File: src/rtl/dbell_pkg.sv
// Shared definitions for the doorbell unit.
package dbell_pkg;

    // Register select codes on the configuration and read ports.
    typedef enum logic [1:0] {
        SEL_CAUSE  = 2'd0,
        SEL_ENABLE = 2'd1,
        SEL_GATE   = 2'd2,
        SEL_RSVD   = 2'd3
    } reg_sel_e;

endpackage

File: src/rtl/dbell_trig_decode.sv
// Trigger decoder.
// Turns one global trigger write into a per-processor, per-doorbell raise
// matrix.
// Assumes: MAP_LSB + NUM_CPU <= DATA_W and NUM_BELLS <= 2**NUM_FIELD_W.
// Numbers at or above NUM_BELLS match no column, so they raise nothing.
module dbell_trig_decode #(
    parameter int NUM_CPU     = 4,
    parameter int NUM_BELLS   = 8,
    parameter int DATA_W      = 32,
    parameter int NUM_FIELD_W = 5,
    parameter int MAP_LSB     = 8
) (
    input  logic                                trig_we,
    input  logic [DATA_W-1:0]                   trig_data,
    output logic [NUM_CPU-1:0][NUM_BELLS-1:0]   raise
);

    logic [NUM_FIELD_W-1:0] bell_num;
    logic [NUM_BELLS-1:0]   bell_hot;

    // Extract the doorbell number field.
    always_comb bell_num = trig_data[NUM_FIELD_W-1:0];

    // One-hot doorbell column, empty for numbers beyond the active range.
    generate
        for (genvar b = 0; b < NUM_BELLS; b++) begin : g_bell
            always_comb bell_hot[b] = trig_we && (bell_num == NUM_FIELD_W'(b));
        end
    endgenerate

    // Fan the column out to the processors selected in the bitmap.
    generate
        for (genvar c = 0; c < NUM_CPU; c++) begin : g_cpu
            always_comb raise[c] = trig_data[MAP_LSB + c] ? bell_hot : '0;
        end
    endgenerate

endmodule

File: src/rtl/dbell_cpu_bank.sv
// Per-processor doorbell state.
// Holds the cause, enable and gate registers of one processor and forms its
// summary and interrupt outputs.
// Assumes: the configuration strobes are already qualified for this processor.
// A raise in the same cycle as a cause write overrides the clear.
module dbell_cpu_bank #(
    parameter int NUM_BELLS = 8
) (
    input  logic                 clk,
    input  logic                 rst_n,
    input  logic [NUM_BELLS-1:0] raise,
    input  logic                 wr_cause,
    input  logic                 wr_enable,
    input  logic                 wr_gate,
    input  logic [NUM_BELLS-1:0] wdata,
    output logic [NUM_BELLS-1:0] cause_q,
    output logic [NUM_BELLS-1:0] enable_q,
    output logic                 gate_q,
    output logic                 pending,
    output logic                 irq
);

    logic [NUM_BELLS-1:0] cause_kept;

    // Bits that survive this cycle's clearing write.
    always_comb cause_kept = wr_cause ? (cause_q & wdata) : cause_q;

    // Cause register: new raises OR on top of the surviving bits.
    always_ff @(posedge clk) begin
        if (!rst_n) cause_q <= '0;
        else        cause_q <= cause_kept | raise;
    end

    // Enable register: loaded whole by a write.
    always_ff @(posedge clk) begin
        if (!rst_n)         enable_q <= '0;
        else if (wr_enable) enable_q <= wdata;
    end

    // Identifier-0 gate: resets masked.
    always_ff @(posedge clk) begin
        if (!rst_n)       gate_q <= 1'b1;
        else if (wr_gate) gate_q <= wdata[0];
    end

    // Level summary of enabled pending doorbells.
    always_comb pending = |(cause_q & enable_q);

    // Summary presented as identifier 0 unless gated off.
    always_comb irq = pending && !gate_q;

endmodule

File: src/rtl/dbell_read_mux.sv
// Read-back multiplexer.
// Selects one register of one processor for the combinational read port.
// Assumes: a processor index at or above NUM_CPU reads as zero.
module dbell_read_mux
    import dbell_pkg::*;
#(
    parameter int NUM_CPU   = 4,
    parameter int NUM_BELLS = 8,
    parameter int CPU_W     = 2
) (
    input  logic [NUM_CPU-1:0][NUM_BELLS-1:0] cause_bus,
    input  logic [NUM_CPU-1:0][NUM_BELLS-1:0] enable_bus,
    input  logic [NUM_CPU-1:0]                gate_bus,
    input  logic [CPU_W-1:0]                  rd_cpu,
    input  logic [1:0]                        rd_sel,
    output logic [NUM_BELLS-1:0]              rd_data
);

    logic [NUM_BELLS-1:0] cause_pick;
    logic [NUM_BELLS-1:0] enable_pick;
    logic                 gate_pick;

    // Pick the addressed processor's registers.
    always_comb begin
        cause_pick  = '0;
        enable_pick = '0;
        gate_pick   = 1'b0;
        for (int c = 0; c < NUM_CPU; c++) begin
            if (rd_cpu == CPU_W'(c)) begin
                cause_pick  = cause_bus[c];
                enable_pick = enable_bus[c];
                gate_pick   = gate_bus[c];
            end
        end
    end

    // Pick the register by select code.
    always_comb begin
        case (reg_sel_e'(rd_sel))
            SEL_CAUSE:  rd_data = cause_pick;
            SEL_ENABLE: rd_data = enable_pick;
            SEL_GATE:   rd_data = {{(NUM_BELLS-1){1'b0}}, gate_pick};
            default:    rd_data = '0;
        endcase
    end

endmodule

File: src/rtl/dbell_unit.sv
// Inter-processor doorbell unit, top level.
// Decodes global triggers, keeps per-processor cause, enable and gate state,
// and drives the per-processor summary and interrupt levels.
// Assumes: one trigger and one configuration write per cycle at most.
module dbell_unit
    import dbell_pkg::*;
#(
    parameter int NUM_CPU     = 4,
    parameter int NUM_BELLS   = 8,
    parameter int DATA_W      = 32,
    parameter int NUM_FIELD_W = 5,
    parameter int MAP_LSB     = 8,
    localparam int CPU_W      = (NUM_CPU > 1) ? $clog2(NUM_CPU) : 1
) (
    input  logic                 clk,
    input  logic                 rst_n,
    input  logic                 trig_we,
    input  logic [DATA_W-1:0]    trig_data,
    input  logic                 cfg_we,
    input  logic [CPU_W-1:0]     cfg_cpu,
    input  logic [1:0]           cfg_sel,
    input  logic [NUM_BELLS-1:0] cfg_wdata,
    input  logic [CPU_W-1:0]     rd_cpu,
    input  logic [1:0]           rd_sel,
    output logic [NUM_BELLS-1:0] rd_data,
    output logic [NUM_CPU-1:0]   bell_pending,
    output logic [NUM_CPU-1:0]   bell_irq
);

    logic [NUM_CPU-1:0][NUM_BELLS-1:0] raise_bus;
    logic [NUM_CPU-1:0][NUM_BELLS-1:0] cause_bus;
    logic [NUM_CPU-1:0][NUM_BELLS-1:0] enable_bus;
    logic [NUM_CPU-1:0]                gate_bus;

    dbell_trig_decode #(
        .NUM_CPU     (NUM_CPU),
        .NUM_BELLS   (NUM_BELLS),
        .DATA_W      (DATA_W),
        .NUM_FIELD_W (NUM_FIELD_W),
        .MAP_LSB     (MAP_LSB)
    ) u_decode (
        .trig_we   (trig_we),
        .trig_data (trig_data),
        .raise     (raise_bus)
    );

    generate
        for (genvar c = 0; c < NUM_CPU; c++) begin : g_bank
            logic hit;
            logic wr_cause;
            logic wr_enable;
            logic wr_gate;

            // Qualify the configuration write for this processor.
            always_comb begin
                hit       = cfg_we && (cfg_cpu == CPU_W'(c));
                wr_cause  = hit && (reg_sel_e'(cfg_sel) == SEL_CAUSE);
                wr_enable = hit && (reg_sel_e'(cfg_sel) == SEL_ENABLE);
                wr_gate   = hit && (reg_sel_e'(cfg_sel) == SEL_GATE);
            end

            dbell_cpu_bank #(
                .NUM_BELLS (NUM_BELLS)
            ) u_bank (
                .clk       (clk),
                .rst_n     (rst_n),
                .raise     (raise_bus[c]),
                .wr_cause  (wr_cause),
                .wr_enable (wr_enable),
                .wr_gate   (wr_gate),
                .wdata     (cfg_wdata),
                .cause_q   (cause_bus[c]),
                .enable_q  (enable_bus[c]),
                .gate_q    (gate_bus[c]),
                .pending   (bell_pending[c]),
                .irq       (bell_irq[c])
            );
        end
    endgenerate

    dbell_read_mux #(
        .NUM_CPU   (NUM_CPU),
        .NUM_BELLS (NUM_BELLS),
        .CPU_W     (CPU_W)
    ) u_rdmux (
        .cause_bus  (cause_bus),
        .enable_bus (enable_bus),
        .gate_bus   (gate_bus),
        .rd_cpu     (rd_cpu),
        .rd_sel     (rd_sel),
        .rd_data    (rd_data)
    );

endmodule

File: config.mk
export PLATFORM = sky130hd
export DESIGN_NAME = dbell_unit
export DESIGN_NICKNAME = d
export VERILOG_FILES = /design/src/rtl/dbell_pkg.sv /design/src/rtl/dbell_trig_decode.sv /design/src/rtl/dbell_cpu_bank.sv /design/src/rtl/dbell_read_mux.sv /design/src/rtl/dbell_unit.sv
export SDC_FILE = /design/constraint.sdc
export NUM_CORES = 1
export LEC_CHECK = 0
export BUFFER_PORTS_ARGS = -buffer_cell sky130_fd_sc_hd__buf_2
export CORE_AREA = 2 2 89 91
export CTS_BUF_LIST = sky130_fd_sc_hd__clkbuf_4
export CTS_CLUSTER_SIZE = 14
export DETAILED_ROUTE_END_ITERATION = 12
export DIE_AREA = 0 0 91 93
export PLACE_DENSITY = 0.81
export SLEW_MARGIN = 20
export SYNTH_ARGS = -nofsm -noshare
export SYNTH_HDL_FRONTEND = slang
export SYNTH_SLANG_ARGS = --single-unit
File: constraint.sdc
create_clock -name clk -period 1.2 [get_ports clk]
set_input_delay 0 -clock clk [delete_from_list [all_inputs] [get_ports clk]]
set_output_delay 0 -clock clk [all_outputs]
set_load 0.005 [all_outputs]
Yosys cells after proc, flatten, opt, wreduce, memory -nomap -nowiden
Index checks and enable logic that the tools add are counted.
{ "word_totals": {"ff_bits": 68, "output_inout_bits": 16, "word_cells": 103} }
{ "classes": {"eq_ne": 17, "mux": 21, "n_bitwise": 12, "n_reduce_logical": 41} }
{ "op_table": {"columns": ["operator", "count"], "rows": [
  ["8-bit 2-to-1 mux", 16],
  ["8-bit bitwise AND", 8],
  ["8-bit bitwise OR", 4],
  ["8-bit OR reduction", 4],
  ["1-bit logical AND", 28],
  ["8-bit case mux with 3 select lines", 1],
  ["5-bit by 3-bit equality test with 1-bit output (second input constant)", 4],
  ["2-bit equality test (second input constant)", 6],
  ["5-bit by 2-bit equality test with 1-bit output (second input constant)", 2],
  ["2-bit by 1-bit equality test with 1-bit output (second input constant)", 4],
  ["2-bit zero test", 4],
  ["5-bit by 1-bit equality test with 1-bit output (second input constant)", 1],
  ["5-bit zero test", 1],
  ["1-bit zero test", 4],
  ["1-bit 2-to-1 mux", 4]
]} }

Logic depth before layout (Yosys ltp)
{ "logic_depth": {"ltp_word": 6, "depth_mapped": 6, "ltp_nobuf": 3} }

Hierarchy
A second synthesis with hierarchy kept.
{ "hier_totals": {"hier_cells": 422, "hier_area_um2": 3872.5} }
{ "by_module_without_submodules": {"columns": ["mod", "instances", "cells_per_inst", "area_per_inst_um2", "seq_area_each_um2"], "rows": [
  ["dbell_cpu_bank", 4, 67, 713.2, 340.3],
  ["dbell_read_mux", 1, 89, 659.4, 0.0],
  ["dbell_trig_decode", 1, 47, 266.5, 0.0],
  ["dbell_unit", 1, 18, 93.8, 0.0]
]} }

Worst setup path before layout
OpenSTA, ideal clock, no wires.
{ "synth_path": {"path_kind": "reg-to-output", "start": "register g_bank[1].u_bank.cause_q[3]", "end": "output rd_data[3]", "t_arrival_ps": 1209, "required_ps": 1200, "setup_slack_ps": -9, "stages_incl_launch_ff": 4, "n_path_buf": 0, "path_cell_list": "dfxtp_1 > mux2_1 > mux4_2 > o21a_1"} }
{ "synth_via": {"elab_chain_cells": 4} }
{ "synth_rtl": {"columns": ["item", "line_no", "source"], "rows": [
  ["start, declared", "dbell_cpu_bank.sv:16", "output logic [NUM_BELLS-1:0] cause_q,"],
  ["start signal, assigned", "dbell_cpu_bank.sv:31", "else cause_q <= cause_kept | raise;"],
  ["8-bit 2-to-1 mux (3 in a row)", "dbell_read_mux.sv:29", "if (rd_cpu == CPU_W'(c)) begin"],
  ["8-bit case mux with 3 select lines", "dbell_read_mux.sv:39", "case (reg_sel_e'(rd_sel))"],
  ["end, declared", "dbell_unit.sv:25", "output logic [NUM_BELLS-1:0] rd_data,"]
]} }
Every way passes these cells.

Worst setup path after layout
{ "layout_path": {"start": "register g_bank[2].u_bank.enable_q[1]", "end": "output rd_data[1]"} }
{ "layout_via": {"elab_chain_cells": 3} }
{ "layout_rtl": {"columns": ["item", "line_no", "source"], "rows": [
  ["start, declared", "dbell_cpu_bank.sv:17", "output logic [NUM_BELLS-1:0] enable_q,"],
  ["start signal, assigned", "dbell_cpu_bank.sv:37", "else if (wr_enable) enable_q <= wdata;"],
  ["8-bit 2-to-1 mux (2 in a row)", "dbell_read_mux.sv:29", null],
  ["8-bit case mux with 3 select lines", "dbell_read_mux.sv:39", null]
]} }
Every way passes these cells.

==> flow_metrics.tcl <==
set metrics [dict create \
    p_leak_uw 0.001722 \
    drc 0 \
    place_ws_ps -190.5 \
    cp_max_fo 2 \
    final_cell_area_um2 4812 \
    clk_latency_ps 440 \
    power_per_cell_area_nw_per_um2 917.7 \
    cp-start-kind "flip-flop" \
    cp.arrival_ps 1850 \
    ys_seq_elements 68 \
    clock_path_buffers 2 \
    drv_cap 0 \
    post_drt_via_cell_ratio 6.577 \
    routed_wirelength_mm 12.91 \
    io_pins 68 \
    wl_per_cell_um 21.52 \
    min-delay-start "cfg_we" \
    avgSynthCellArea_um2 8.940 \
    drive_above_1_share_pct 35.21 \
    port_buffers 44 \
    whs_path_depth 4 \
    slew_headroom_pct 53.23 \
    htreeDepth 3 \
    setup_violations 16 \
    fin_util_pct 63.93 \
    synth_top_area_share_pct 35.01 \
    clk_pin_slew_ps 110 \
    placed_area_um2 4319 \
    grt_max_degree 69 \
    fin_crit_ps 1846 \
    grtUsageTotal_pct 31.17 \
    first_pass_iters 6 \
    cts_tree "yes" \
    tightest_slew_ps 701.5 \
    syn_inst 435 \
    root_buffer "clkbuf_4" \
    synthesis.nets 487 \
    cts_inserted_buffers 9 \
    cp-end-kind "output port" \
    critical_path_class "flip-flop to output port" \
    grt_pass1_vias 3795 \
    start_util_pct 51.66 \
    vias 3946 \
    num_rows 32 \
    clock_skew_ps 0 \
    min_to "g_bank[0].u_bank.gate_q$_SDFFE_PN1P_" \
    max_freq_mhz 541.6 \
    timing.final.crit_share_pct 153.9 \
    reg2reg_setup_slack_ps 330 \
    antenna_left 0 \
    fp.dieH_um 93 \
    synth.distinct_cells 38 \
    worstPathRequired_ps 1200 \
    slew_violations 0 \
    reg2reg_depth 4 \
    multi_input_area_um2 2300 \
    cts_num_sinks 68 \
    final_nets 545 \
    core_region_area_um2 7527 \
    status "finished, violations left" \
    p_total_uw 4416 \
    timing.rr.end "g_bank[0].u_bank.cause_q[4]$_SDFF_PN0_" \
    seq_area_frac_synth_pct 35.01 \
    die-area_um2 8463 \
    worstHoldPathType "primary input to flip-flop" \
    antenna_found_initial 0 \
    layout_commonest_cell "nand3_1" \
    regToRegStartpoint "g_bank[0].u_bank.cause_q[4]$_SDFF_PN0_" \
    rsz0062_at_grt "yes" \
    ir_drop_v 0.0005379 \
    areaGrowthSynthToFinish_pct 23.75 \
    synth_top_cells_by_area "dfxtp_1 35%, a21boi_1 11%, nand3_1 9.3%" \
    nFillCells 635 \
    die_w_um 91 \
    grt-ovfl-total 0 \
    final-seq-area_um2 1403 \
    finalWorstSetupSlack_ps -646.3 \
    yosysTopAreaCell "dfxtp_1" \
    place_congestion 0.9454 \
    grt_pass1_wl_mm 20.21 \
    netlist_area_um2 3889 \
    violations "setup timing" \
    synth_warnings 0 \
    final_cell_mix "72 x nand3_1, 57 x a21boi_1, 43 x buf_2" \
    setup_tns_ps -6231 \
    hold_violations 0 \
    drtIter0Drc 512 \
    post-dp-hpwl_mm 8.354 \
]
-- what timing repair did --
action,in CTS,in global routing
buffers inserted,2,3
pin swaps,13,11
hold endpoints to repair,66,0
gates resized for setup,48,17
setup endpoints to repair,16,16
hold buffers,15,0
-- cell usage after synthesis --
| master | count |
|---|---|
| nand4_1 | 4 |
| nand2_1 | 1 |
| nor2b_1 | 12 |
| nor4b_1 | 1 |
| nand3_1 | 72 |
| nand3b_1 | 4 |
| a21oi_1 | 5 |
| nor2_1 | 4 |
| buf_1 | 6 |
| mux2i_1 | 8 |
| o21ai_0 | 36 |
| clkbuf_1 | 26 |
| and3b_1 | 2 |
| a21o_1 | 1 |
| a21boi_1 | 57 |
| o21ai_1 | 2 |
| or2_1 | 1 |
| a31oi_1 | 1 |
| buf_6 | 1 |
| nor3b_1 | 3 |
| mux4_2 | 11 |
| nor4bb_1 | 1 |
| nor4b_4 | 1 |
| dfxtp_1 | 68 |
| or3b_1 | 1 |
| and3b_2 | 2 |
| buf_8 | 3 |
| buf_2 | 16 |
| a21boi_0 | 7 |
| mux2_1 | 4 |
| o31ai_2 | 1 |
| buf_4 | 11 |
| nand2b_1 | 2 |
| o21a_1 | 8 |
| mux2_2 | 2 |
| and2_1 | 3 |
| a22oi_1 | 16 |
| o31ai_1 | 31 |
-- layout make-up --
class                   instances  area share, %
flip-flops and latches         68          29.15
clock buffers                   9          1.404
multi-input cells             304          47.79
well taps                     102          2.652
clock inverters                 6          1.170
diodes                          1        0.05200
repair buffers                110          17.78
-- worst max-delay path by stage --
stage	startpoint	to	slack (ps)	depth (start not counted)
after floorplan	g_bank[1].u_bank.cause_q[3]$_SDFF_PN0_	rd_data[3]	7	3
after global placement	g_bank[2].u_bank.enable_q[1]$_SDFFE_PN0P_	rd_data[1]	-140	4
after detailed placement	g_bank[2].u_bank.enable_q[1]$_SDFFE_PN0P_	rd_data[1]	-190	4
after CTS	g_bank[0].u_bank.enable_q[1]$_SDFFE_PN0P_	rd_data[1]	-640	4
after global routing	g_bank[0].u_bank.enable_q[1]$_SDFFE_PN0P_	rd_data[1]	-680	4
final	g_bank[2].u_bank.enable_q[1]$_SDFFE_PN0P_	rd_data[1]	-650	4
-- where the power goes --
group          total [uW]  leakage [uW]  internal [uW]  switching (uW)
combinational         653       0.00110            266             387
sequential           2300      0.000562           2280            22.9
clock                1460     0.0000605            602             858
-- metal layers --
metal  vias to the layer above  GRT usage (%)  routed length, um
li1                       1737              -                  -
met1                      1873          39.02               5033
met2                       267          49.94               5904
met3                        69          7.010               1221
met4                         0          17.42                755
met5                         -              0                  0
-- registers in the layout (all words and copies together) (netlist names) --
signal and count:
g_bank.u_bank.cause_q 32, g_bank.u_bank.enable_q 32, g_bank.u_bank.gate_q 4
-- cells by family (layout without fill, tap and decap cells) --
group	after synthesis	in the layout	synth area share, %
other cells	0	1	0
simple gates	114	114	16.92
compound gates	165	165	29.18
mux	25	25	10.17
buf+inv	63	125	8.719
flops	68	68	35.01
-- critical path, stage by stage (launching register included) --
cell and delay [ps]:
dfxtp_2 350, mux2_4 250, mux4_2 490, o21a_1 200, buf_2 120
-- metrics by stage --
step	cells	hold WS, ps
3_5_place_dp	565	342.5
3_3_place_gp	565	335.4
6_report	600	50.74
2_1_floorplan	435	205.8
5_1_grt	599	69.74
4_1_cts	597	43.74
Power figures use the tool's default switching activity.
